<file path="src/rtl/hdrv_pkg.sv">
package hdrv_pkg;
  typedef struct packed {
    logic launch;    // raise start pulse next cycle
    logic clkHigh;   // drive shift clock high next cycle
    logic oddLine;   // current line parity
    logic rightLat;  // captured scan direction
    logic wideLat;   // captured aspect mode
  } hdrvStrobe_t;
endpackage

</file>
<file path="src/rtl/hdrv_ctrl.sv">
module hdrv_ctrl #(
  parameter int WIDE_PULSES   = 357,
  parameter int NARROW_PULSES = 268
) (
  input  logic clk,
  input  logic rstN,
  input  logic lineStart,
  input  logic wideMode,
  input  logic rightScan,
  output hdrv_pkg::hdrvStrobe_t strobe
);
  localparam int MAX_PULSES = (WIDE_PULSES > NARROW_PULSES) ? WIDE_PULSES : NARROW_PULSES;
  localparam int CNT_W      = $clog2(2 * MAX_PULSES + 3);
  localparam logic [CNT_W-1:0] WIDE_END   = CNT_W'(2 * WIDE_PULSES);
  localparam logic [CNT_W-1:0] NARROW_END = CNT_W'(2 * NARROW_PULSES);

  logic             busy;
  logic [CNT_W-1:0] tickCnt;
  logic             oddLine, wideLat, rightLat;
  logic [CNT_W-1:0] offset, phase, lastPhase;
  logic             inWindow;

  always_comb begin
    offset    = {{(CNT_W-1){1'b0}}, oddLine};
    phase     = tickCnt - offset;
    lastPhase = wideLat ? WIDE_END : NARROW_END;
    inWindow  = busy && (tickCnt >= offset);
    strobe.launch   = inWindow && (phase == '0);
    strobe.clkHigh  = inWindow && (phase != '0) && phase[0];
    strobe.oddLine  = oddLine;
    strobe.rightLat = rightLat;
    strobe.wideLat  = wideLat;
  end

  always_ff @(posedge clk) begin
    if (!rstN) begin
      busy     <= 1'b0;
      tickCnt  <= '0;
      oddLine  <= 1'b0;
      wideLat  <= 1'b0;
      rightLat <= 1'b0;
    end else if (lineStart) begin
      busy     <= 1'b1;
      tickCnt  <= '0;
      oddLine  <= ~oddLine;
      wideLat  <= wideMode;
      rightLat <= rightScan;
    end else if (busy) begin
      if (inWindow && (phase == lastPhase)) begin
        busy <= 1'b0;
      end else begin
        tickCnt <= tickCnt + 1'b1;
      end
    end
  end

  // parity inverts on each strobe
  p_parity_toggle_r7: assert property (@(posedge clk) disable iff (!rstN)
    lineStart |=> (strobe.oddLine != $past(strobe.oddLine)));

  // captured modes hold between strobes
  p_mode_hold_r9: assert property (@(posedge clk) disable iff (!rstN)
    !lineStart |=> ($stable(strobe.wideLat) && $stable(strobe.rightLat)));

  // counter never runs past the longest line
  p_cnt_bound_r3: assert property (@(posedge clk) disable iff (!rstN)
    busy |-> (tickCnt <= CNT_W'(2 * MAX_PULSES + 1)));
endmodule

</file>
<file path="src/rtl/hdrv_datapath.sv">
module hdrv_datapath (
  input  logic clk,
  input  logic rstN,
  input  hdrv_pkg::hdrvStrobe_t strobe,
  output logic hStart,
  output logic hClkA,
  output logic hClkB,
  output logic linePolarity,
  output logic scanRight,
  output logic aspectWide
);
  always_ff @(posedge clk) begin
    if (!rstN) begin
      hStart <= 1'b0;
      hClkA  <= 1'b0;
      hClkB  <= 1'b1;
    end else begin
      hStart <= strobe.launch;
      hClkA  <= strobe.clkHigh;
      hClkB  <= ~strobe.clkHigh;
    end
  end

  assign linePolarity = strobe.oddLine;
  assign scanRight    = strobe.rightLat;
  assign aspectWide   = strobe.wideLat;

  // the two phases never agree
  p_complement_r2: assert property (@(posedge clk) disable iff (!rstN)
    hClkA != hClkB);

  // start pulse lasts one tick
  p_start_width_r5: assert property (@(posedge clk) disable iff (!rstN)
    hStart |=> !hStart);

  // first clock rise follows the start pulse directly
  p_start_then_clk_r5: assert property (@(posedge clk) disable iff (!rstN)
    hStart |=> hClkA);

  // the clock is never high together with the start pulse
  p_start_clk_excl_r10: assert property (@(posedge clk) disable iff (!rstN)
    hStart |-> !hClkA);
endmodule

</file>
<file path="src/rtl/hdrv_clkgen.sv">
module hdrv_clkgen #(
  parameter int WIDE_PULSES   = 357,
  parameter int NARROW_PULSES = 268
) (
  input  logic clk,
  input  logic rstN,
  input  logic lineStart,
  input  logic wideMode,
  input  logic rightScan,
  output logic hStart,
  output logic hClkA,
  output logic hClkB,
  output logic linePolarity,
  output logic scanRight,
  output logic aspectWide
);
  hdrv_pkg::hdrvStrobe_t strobe;

  hdrv_ctrl #(
    .WIDE_PULSES  (WIDE_PULSES),
    .NARROW_PULSES(NARROW_PULSES)
  ) i_ctrl (
    .clk      (clk),
    .rstN     (rstN),
    .lineStart(lineStart),
    .wideMode (wideMode),
    .rightScan(rightScan),
    .strobe   (strobe)
  );

  hdrv_datapath i_datapath (
    .clk         (clk),
    .rstN        (rstN),
    .strobe      (strobe),
    .hStart      (hStart),
    .hClkA       (hClkA),
    .hClkB       (hClkB),
    .linePolarity(linePolarity),
    .scanRight   (scanRight),
    .aspectWide  (aspectWide)
  );
endmodule

</file>
<file path="config.mk">
export PLATFORM = sky130hd
export DESIGN_NAME = hdrv_clkgen
export DESIGN_NICKNAME = d
export VERILOG_FILES = /design/src/rtl/hdrv_pkg.sv /design/src/rtl/hdrv_ctrl.sv /design/src/rtl/hdrv_datapath.sv /design/src/rtl/hdrv_clkgen.sv
export SDC_FILE = /design/constraint.sdc
export NUM_CORES = 1
export LEC_CHECK = 0
export BUFFER_PORTS_ARGS = -buffer_cell sky130_fd_sc_hd__clkbuf_2
export CAP_MARGIN = 20
export CORE_MARGIN = 3
export CORE_UTILIZATION = 55
export DETAILED_ROUTE_END_ITERATION = 12
export PLACE_DENSITY = 0.73
export REMOVE_ABC_BUFFERS = 1
export SLEW_MARGIN = 20
export SYNTH_ARGS = -nofsm -noshare
export SYNTH_HDL_FRONTEND = slang
export SYNTH_SLANG_ARGS = --single-unit
</file>
<file path="constraint.sdc">
create_clock -name clk -period 3.7 [get_ports clk]
set_input_delay 0.37 -clock clk [delete_from_list [all_inputs] [get_ports clk]]
set_output_delay 0.37 -clock clk [all_outputs]
set_load 0.01 [all_outputs]
</file>
# --- After elaboration in Yosys (flattened, before gate mapping) ---
# Index checks and enable logic that the tools add are counted.
word_totals:
  ff_bits: 17
  output_inout_bits: 6
  elab_cells: 29
classes:
  addsub: 2
  n_lt_le_gt_ge: 1
  eq_ne: 1
  muxes: 4
  bitwise_logic: 4
  reduce_logical: 9
op_table:
  columns: ["op", "count"]
  rows:
  - ["adder 10 x 1 -> 10 bit, second input constant", 1]
  - ["== test 10 bit", 1]
  - [">= comparator 10 x 1 -> 1 bit", 1]
  - ["logical NOT 10 bit", 1]
  - ["nonzero test 10 bit", 1]
  - ["subtractor 10 x 1 -> 10 bit", 1]
  - ["two-way mux 8 bit", 1]
  - ["logical AND 1 bit", 5]
  - ["NOT 1 bit", 4]
  - ["two-way mux 1 bit", 3]
  - ["AND reduction 2 bit", 1]
  - ["OR reduction 2 bit", 1]

# --- Logic depth before layout (Yosys ltp) ---
# Gate-level depths: netlist (run 1).
depth:
  depth_word: 6
  depth_mapped: 10
  ltp_nobuf: 9

# --- By module ---
# Synthesis (run 1) repeated with hierarchy kept, for this count alone.
unflattened:
  cells_unflattened: 137
  hier_area_um2: 1138.6
by_module_without_submodules:
  columns: ["module", "instances", "cells_each", "area_per_inst_um2", "seq_area_each_um2"]
  rows:
  - ["hdrv_ctrl", 1, 128, 1039.7, 280.3]
  - ["hdrv_datapath", 1, 9, 98.8, 60.1]

# --- Worst setup path after synthesis (run 1) ---
# OpenSTA, ideal clock, no wires.
synth_timing:
  kind: "register to register"
  from: "register i_ctrl.oddLine"
  to: "register i_ctrl.tickCnt[2]"
  setup_time_ps: 70
  arrival_ps: 2355
  required_ps: 3630
  path_slack_ps: 1276
  path_stages_with_launch: 10
  n_path_buf: 1
  synth_period_minus_slack_ps: 2424
  path_cell_list: "dfxtp_1 > ha_1 > ha_1 > nor3b_1 > mux2_2 > a32oi_2 > a211oi_2 > buf_6 > or3_1 > a21oi_1"
synth_via:
  elab_chain_cells: 5
  elab_cells_between_ends: 7
  classes_between: "add/sub (1); order compare (1); eq/ne (1); bitwise (1); reduce/logical (3)"
synth_rtl:
  columns: ["item", "line_no", "rtl"]
  rows:
  - ["from (decl)", "hdrv_ctrl.sv:19", "logic oddLine, wideLat, rightLat;"]
  - ["from (signal assigned)", "hdrv_ctrl.sv:45", "oddLine <= ~oddLine;"]
  - ["subtractor 10 x 1 -> 10 bit / >= comparator 10 x 1 -> 1 bit (equally long branches)", "hdrv_ctrl.sv:25, hdrv_ctrl.sv:27", null]
  - ["== test 10 bit / logical AND 1 bit (equally long branches)", "hdrv_ctrl.sv:49, hdrv_ctrl.sv:27", null]
  - ["logical AND 1 bit *", "hdrv_ctrl.sv:49", "if (inWindow && (phase == lastPhase)) begin"]
  - ["NOT 1 bit (no source line) *", null, null]
  - ["AND reduction 2 bit (no source line) *", null, null]
  - ["to (signal assigned)", "hdrv_ctrl.sv:52", "tickCnt <= tickCnt + 1'b1;"]
  - ["to (decl)", "hdrv_ctrl.sv:18", "logic [CNT_W-1:0] tickCnt;"]
# Every way passes the cells marked *; elsewhere a longest branch is shown, timed or not.
# A chain may end at the register's enable or synchronous reset.

# --- Worst setup path in the final report (run 1) ---
layout_timing:
  from: "register i_ctrl.tickCnt[0]"
  to: "register i_ctrl.tickCnt[0]"
layout_via:
  elab_chain_cells: 5
  elab_cells_between_ends: 8
  classes_between: "add/sub (2); order compare (1); eq/ne (1); bitwise (1); reduce/logical (3)"
layout_rtl:
  columns: ["item", "line_no"]
  rows:
  - ["subtractor 10 x 1 -> 10 bit / >= comparator 10 x 1 -> 1 bit (equally long branches)", "hdrv_ctrl.sv:25, hdrv_ctrl.sv:27"]
  - ["== test 10 bit / logical AND 1 bit (equally long branches)", "hdrv_ctrl.sv:49, hdrv_ctrl.sv:27"]
  - ["logical AND 1 bit", "hdrv_ctrl.sv:49"]
  - ["NOT 1 bit (no source line)", null]
  - ["AND reduction 2 bit (no source line)", null]
# Several ways; a longest one is shown, not always the timed one.

==> summary.txt, run 1 <==
Synthesis
  • Synth async-reset ratio: 0%
  • #FFs+latches synth: 17
  • Adder-cell area share of the yosys netlist: 3.68%
  • Cell with the most instances after synthesis: dfxtp_1
  • Post-synthesis cell type count: 44
  • Post-synth top cells: 17 x dfxtp_1, 11 x nor2_1, 8 x nand2_1
  • Mux contribution to synthesized area: 3.07%
  • Post-Synth Simple-Gate Area: 30.6%
  • Synth Warn #: 0
  • Post-synthesis xor/xnor area fraction: 6.01%
  • Main synth FF type: dfxtp_1
  • EDFF count, synth: 0
  • Avg Cell Area, Syn: 8.72 um2
  • Seq/Total Area, Yosys: 33.4%
  • Synth top area cells: dfxtp_1 33%, xor2_1 4.3%, nor2_1 4.0%
  • Cells after synthesis: 117
  • Post-synth top area share: 33.4%
  • Compound-Gate Fraction of Synth Area: 16.1%
  • Cell taking the most area after synthesis: dfxtp_1
  • Largest family of logic cells by synthesized area: simple AND/OR/NAND/NOR gates
  • Syn Std Cell Area: 0.00102 mm2

Routing
  • Via count: 883
  • Drt wl/cell: 13.3 um
  • DR DRC count: 0
  • Initial DRC Count: 30
  • Total wire length: 1.99 mm
  • DRT antenna net count: 0
  • Drt first pass iters: 4
  • Vias per cell: 5.93

Worst setup path
  • Largest stage delay on the critical path: 440 ps
  • Reg-to-Reg End: i_ctrl.tickCnt[0]
  • Buf/Inv on CP: 1
  • Crit path max-delay family: simple AND/OR/NAND/NOR gates
  • Reg-to-Reg Start: i_ctrl.tickCnt[0]
  • Critical path's slowest cell: or4_1
  • Critical path endpoint: i_ctrl.tickCnt[0]
  • Critical path fanouts, max: 11
  • CP Launch Type: flop
  • Crit path cell chain: inv_1 -> ha_1 -> ha_1 -> nor3b_1 -> mux2_2 -> a32oi_2 -> a211oi_2 -> or4_1 -> o21ai_0
  • Reg2reg setup slack: 1090 ps
  • Reg2Reg Depth: 9
  • Crit. End Element: flop
  • CP Data Required Time: 3920 ps
  • Crit path arrival time: 2830 ps
  • Worst setup path startpoint: i_ctrl.tickCnt[0]
  • Critical path's most frequent cell: ha_1
  • WP depth: 9
  • Critical path class: reg2reg

Die
  • Initial Util: 62.6%
  • Core area: 0.00163 mm2
  • Num rows: 14
  • Die area: 0.00241 mm2
  • Die width: 49.1 um
  • # IOs: 11
  • Die Y: 49.1 um

Power and ir drop
  • Maximum VDD drop: 0.191 mV
  • Clock Power Share: 28.1%
  • Internal power: 256 uW
  • P_sw: 93.9 uW
  • LEAKAGE: 0.000400 uW
  • Power Dens Cells: 326 mW/mm2
  • Switching fraction of total power: 26.9%
  • Combinational Power Share: 16.6%
  • Sequential power share: 55.3%

Clock network
  • CTS Buf Count: 3
  • Clock transition at path regs: 100 ps
  • CTS root buf: clkbuf_4
  • CTS resizes: 0
  • Cts-stage hold buffer count: 0
  • CTS tree: built
  • Post-CTS Setup Bufs: 0
  • Skew-Pair Late Insertion Delay: 290 ps
  • CTS sink cnt: 17
  • Longest Clk Path Bufs: 2
  • Max H-tree Level: 1

Timing
  • Fin. Hold Viols: 0
  • Fmax: 383 MHz
  • Period minus WS final: 2610 ps
  • RSZ-0062 raised after global routing: no
  • Tightest Pin Transition: 614 ps
  • Final period utilization: 70.5%
  • Worst Skew: 0.822 ps
  • Final setup violating endpoints: 0
  • Fin Setup TNS: 0 ps
  • Max Slew Vio Count: 0
  • Slew margin rel.: 59.0%

Finish
  • Inserted Diodes: 0
  • Post-Layout Cell Count: 149
  • Area grow syn2layout: 5.15%
  • Share of layout cells above drive strength 1: 20.0%
  • Final nets: 134
  • FILL cells: 149

Global routing
  • Global-route wire length before repair: 3.55 mm
  • Gr usage total: 18.3%
  • Initial antenna violation count: 0
  • Vias in the first global route: 844
  • Global-route congestion overflow total: 0
  • Pin count of the biggest net entering global routing: 13

Flow run
  • Max-Cap Viols: 0

Place
  • Detailed Place HPWL: 1.50 mm
  • # port buffers: 10
  • Post-Place Cells: 145
  • Gpl congestion: 1.02

Run status
  • Status: completed

Hold path
  • Hold Path Class: in2reg
## registers in the layout, indices dropped and copies added (netlist names)
signal	cells
i_ctrl.wideLat	1
i_datapath.hClkA	1
i_ctrl.busy	1
i_ctrl.oddLine	1
i_ctrl.rightLat	1
i_datapath.hClkB	1
i_datapath.hStart	1
i_ctrl.tickCnt	10
## worst register-to-register path, cell delays in order, from the launching register on
cell and delay (ps):
dfxtp_1 370, inv_1 70, ha_1 170, ha_1 270, nor3b_1 350, mux2_2 400, a32oi_2 190, a211oi_2 180
or4_1 440, o21ai_0 90
## kinds of logic (layout without fill, tap and decap cells)
logic type,after synthesis,after routing
DFF,17,17
muxes,3,3
buffers and inverters,11,19
AOI/OAI and AO/OA,23,23
and+or+nand+nor,53,53
adders and majority gates,3,3
xor gates and xnor gates,7,7
## metrics by stage
stage	total power [uW]	worst slack [ps]	hold WS, ps	utilization, %	cell area, um2
after global routing	371	826	354	65.8	1070
after CTS	353	1130	338	65.8	1070
final	350	1090	343	65.8	1070
after floorplan	239	1340	486	-	965
after global placement	254	1280	493	64.1	1040
after detailed placement	255	1120	529	64.1	1040
## cell usage in the layout, fill, tap and decap left out, types with 3 or more instances in the layout
cell | netlist | final
dfxtp_1 | 17 | 17
nor2_1 | 11 | 11
clkbuf_2 | 0 | 10
nand2_1 | 8 | 8
nor2b_1 | 6 | 6
o21ai_0 | 6 | 6
inv_1 | 5 | 5
nand4_1 | 5 | 5
xor2_1 | 5 | 5
or3_1 | 5 | 5
a21oi_1 | 5 | 5
ha_1 | 3 | 3
clkbuf_4 | 0 | 3
## how the worst min path moves through the flow
stage | start | endpoint | slack [ps] | cells after the start
4_1_cts | wideMode | i_ctrl.wideLat | 340 | 3
5_1_grt | wideMode | i_ctrl.wideLat | 350 | 3
2_1_floorplan | i_ctrl.tickCnt[0] | i_ctrl.tickCnt[0] | 490 | 2
6_report | wideMode | i_ctrl.wideLat | 340 | 3
3_3_place_gp | i_ctrl.rightLat | i_ctrl.rightLat | 490 | 2
3_5_place_dp | i_ctrl.tickCnt[0] | i_ctrl.tickCnt[0] | 530 | 2
## power groups by stage
stage                     Sequential (uW)  Combinational (uW)  Clock [uW]
after CTS                             193                57.7         102
final                                 193                58.1        98.3
after global routing                  194                64.8         112
after detailed placement              197                57.5           0
after floorplan                       198                40.6           0
after global placement                197                56.5           0
## routing by layer
layer  routed length [um]  share of wire [%]  up-vias  global-route usage (%)
met1                  926                 47      418                    22.4
met4                   16               0.81        0                    5.69
met3                   95                4.8        4                    3.06
met2                  947                 48       27                    32.1
li1                     -                  -      434                       -
met5                    0                  0        -                       0
## cell type report
| cell class | instances | area [um2] | share of cell area (%) |
|---|---|---|---|
| well taps | 24 | 30.0 | 2.80 |
| clock buffers | 3 | 22.5 | 2.10 |
| repair buffers | 10 | 50.0 | 4.67 |
| inverters | 5 | 18.8 | 1.75 |
| clock inverters | 1 | 5.00 | 0.467 |
| multi-input cells | 89 | 606 | 56.5 |
| flip-flops and latches | 17 | 340 | 31.7 |
(Power assumes the default switching activity.)
==> inputs of run 2 (changes only) <==
--- a/config.mk
+++ b/config.mk
@@ -8,9 +8,9 @@
 export BUFFER_PORTS_ARGS = -buffer_cell sky130_fd_sc_hd__clkbuf_2
 export CAP_MARGIN = 20
 export CORE_MARGIN = 3
-export CORE_UTILIZATION = 55
+export CORE_UTILIZATION = 51
 export DETAILED_ROUTE_END_ITERATION = 12
-export PLACE_DENSITY = 0.73
+export PLACE_DENSITY = 0.72
 export REMOVE_ABC_BUFFERS = 1
 export SLEW_MARGIN = 20
 export SYNTH_ARGS = -nofsm -noshare
==> constraint.sdc (replaced) <==
create_clock -name clk -period 2.2 [get_ports clk]
set_input_delay 0.22 -clock clk [delete_from_list [all_inputs] [get_ports clk]]
set_output_delay 0.22 -clock clk [all_outputs]
set_load 0.01 [all_outputs]
==> summary.txt, run 2 (synthesis results as in run 1) <==
Finish
  • Final nets: 152 (+13%)
  • Share of layout cells above drive strength 1: 40.6% (+21 points)
  • Inserted Diodes: 0 (unchanged)
  • Cell area after layout: 0.00133 mm2 (+24%)
  • Multi-input gate area: 731 um2 (+21%)
  • Most flops, register: i_ctrl.tickCnt
  • Commonest non-fill, non-tap cells in the layout: 17 x buf_4, 15 x dfxtp_1, 10 x clkbuf_2, 9 x nor2_1, 8 x nand2_1
  • Commonest non-fill, non-tap cell in the layout: buf_4
  • Area grow syn2layout: 30.3%
  • FILL cells: 145 (-2.7%)
  • Max reg flops: 10 (unchanged)
  • Seq. cell area: 343 um2 (+0.74%)

Worst setup path
  • Crit path cell chain: inv_2 -> ha_4 -> or4b_4 -> a21o_4 -> a31o_4 -> a211oi_4 -> buf_4 -> o21ai_2 -> a21oi_1
  • Largest stage delay on the critical path: 500 ps (+60 ps)
  • Critical path class: reg2reg
  • Crit path arrival time: 2480 ps (-350 ps)
  • Critical path's slowest cell: or4b_4
  • Crit path max-delay family: compound AO/OA/AOI/OAI gates
  • CP Launch Type: flop
  • Reg-to-Reg End: i_ctrl.tickCnt[4]
  • Buf/Inv on CP: 2 (+1)
  • Crit. End Element: flop
  • WP depth: 9 (unchanged)
  • Worst setup path startpoint: i_ctrl.tickCnt[0]
  • Reg2Reg Depth: 9 (unchanged)
  • CP Data Required Time: 2420 ps (-1500 ps)
  • Critical path fanouts, max: 5 (-6)
  • Reg-to-Reg Start: i_ctrl.tickCnt[0]
  • Reg2reg setup slack: -60 ps (-1150 ps)

Routing
  • Via count: 972 (+10%)
  • DR DRC count: 0 (unchanged)
  • Initial DRC Count: 15 (-50%)
  • Drt wl/cell: 16.0 um (+20%)
  • Total wire length: 2.68 mm (+35%)
  • Drt first pass iters: 5 (+1)
  • DRT antenna net count: 0 (unchanged)
  • Vias per cell: 5.79 (-2.4%)

Global routing
  • Global-route congestion overflow total: 0 (unchanged)
  • Pin count of the biggest net entering global routing: 11 (-2)
  • Global-route wire length before repair: 4.31 mm (+21%)
  • Vias in the first global route: 905 (+7.2%)
  • Met2 usage: 37.6% (+5.5 points)
  • GR Util met1: 28.1% (+5.6 points)
  • Global-route layer with the greatest usage: met2
  • Gr usage total: 23.0% (+4.7 points)
  • Initial antenna violation count: 0 (unchanged)
  • GRT met3 Usage: 4.45% (+1.4 points)

Die
  • Die area: 0.00257 mm2 (+6.9%)
  • # IOs: 11 (unchanged)
  • Initial Util: 56.6% (-6.0 points)
  • Die Y: 50.7 um (+3.4%)
  • Core area: 0.00180 mm2 (+11%)
  • Die width: 50.7 um (+3.4%)
  • Num rows: 15 (+1)

Power and ir drop
  • Maximum VDD drop: 0.403 mV (+110%)
  • LEAKAGE: 0.000510 uW (+27%)
  • Power Dens Cells: 498 mW/mm2 (+53%)

Place
  • Gpl congestion: 0.992 (-3.2%)
  • Detailed Place HPWL: 1.75 mm (+17%)
  • Placed cell area: 0.00114 mm2 (+9.5%)
  • # port buffers: 10 (unchanged)

Clock network
  • Max H-tree Level: 1 (unchanged)
  • CTS Buf Count: 3 (unchanged)
  • Longest Clk Path Bufs: 2 (unchanged)
  • Clock transition at path regs: 110 ps (about the same)
  • CTS tree: built
  • CTS root buf: clkbuf_4
  • Skew-Pair Late Insertion Delay: 310 ps (+20 ps)
  • CTS sink cnt: 17 (unchanged)

Hold path
  • Hold Path Class: in2reg
  • Hold endpoint: i_ctrl.rightLat
  • Hold path depth: 3 (unchanged)
  • Hold Startpoint: rightScan

Timing
  • Worst Skew: 11.3 ps (+10.5 ps)
  • Fin. Hold Viols: 0 (unchanged)
  • RSZ-0062 raised after global routing: yes
  • Max Slew Vio Count: 0 (unchanged)
  • Setup ws final: -58.6 ps (-1150 ps)
  • Min Hold Slack: 183 ps (-161 ps)
  • Final period utilization: 103% (+32 points)
  • Period minus WS final: 2260 ps (-352 ps)
  • Final setup violating endpoints: 3 (+3)
  • Tightest Pin Transition: 531 ps (-83.0 ps)
  • Slew margin rel.: 64.3% (+5.3 points)
  • Fmax: 443 MHz (+16%)

Run status
  • Status: finished, violations left
  • Failing checks: setup timing

Flow run
  • Max-Cap Viols: 0 (unchanged)
run 2: cell types whose count changed in the layout (fill, tap and decap cells not counted), sizes merged:
| cell | before | now |
|---|---|---|
| buf | 0 | 17 |
| a211oi | 1 | 2 |
run 2: through the flow:
stage / setup TNS (ps) / worst slack [ps] / std cells / utilization [%] / total power (uW)
global route: -466 / -152 / 168 / 73.8 / 691
global placement: -443 / -85.5 / 159 / 63.5 / 440
floorplan: -827 / -158 / 111 / - / 402
finish: -88.0 / -58.6 / 168 / 73.8 / 661
detailed placement: -1090 / -191 / 159 / 63.5 / 444
CTS: 0 / 0.240 / 165 / 70.2 / 645
run 2: worst max-delay path by stage:
| stage | end |
|---|---|
| 6_report | i_ctrl.tickCnt[4] |
| 2_1_floorplan | i_ctrl.tickCnt[2] |
| 4_1_cts | i_ctrl.tickCnt[0] |
| 3_3_place_gp | i_ctrl.tickCnt[5] |
| 5_1_grt | i_ctrl.tickCnt[4] |
| 3_5_place_dp | i_ctrl.tickCnt[0] |
run 2: where the power goes:
part	switching [uW]	internal [uW]
sequential	8.54	317
clock	110	67.9
combinational	78.5	80.0
total	197	465
run 2: routing by layer:
layer / share of wire, % / wire (um)
met3: 1.7 / 46
met2: 51 / 1370
met5: 0 / 0
met1: 46 / 1230
met4: 1.7 / 45
run 2: final cells by class:
class	count	share of cell area, %
Timing Repair Buffer	27	13.4
Multi-Input combinational cell	90	55.0
Tap cell	25	2.35
Inverter	5	1.41
Clock buffer	3	1.69
Sequential cell	17	25.8
Clock inverter	1	0.377
run 2: worst reg2reg max path, cell delays in order (launching register included):
cell and delay, ps:
dfxtp_2 340, inv_2 60, ha_4 140, or4b_4 500, a21o_4 210, a31o_4 250
a211oi_4 270, buf_4 190, o21ai_2 50, a21oi_1 170
run 2: timing repair:
action | CTS | global route
hold buffers | 0 | 0
cloned | 1 | 0
pin swaps | 4 | 13
gates resized for setup | 15 | 13
setup endpoints to repair | 7 | 7
buffers inserted | 1 | 3
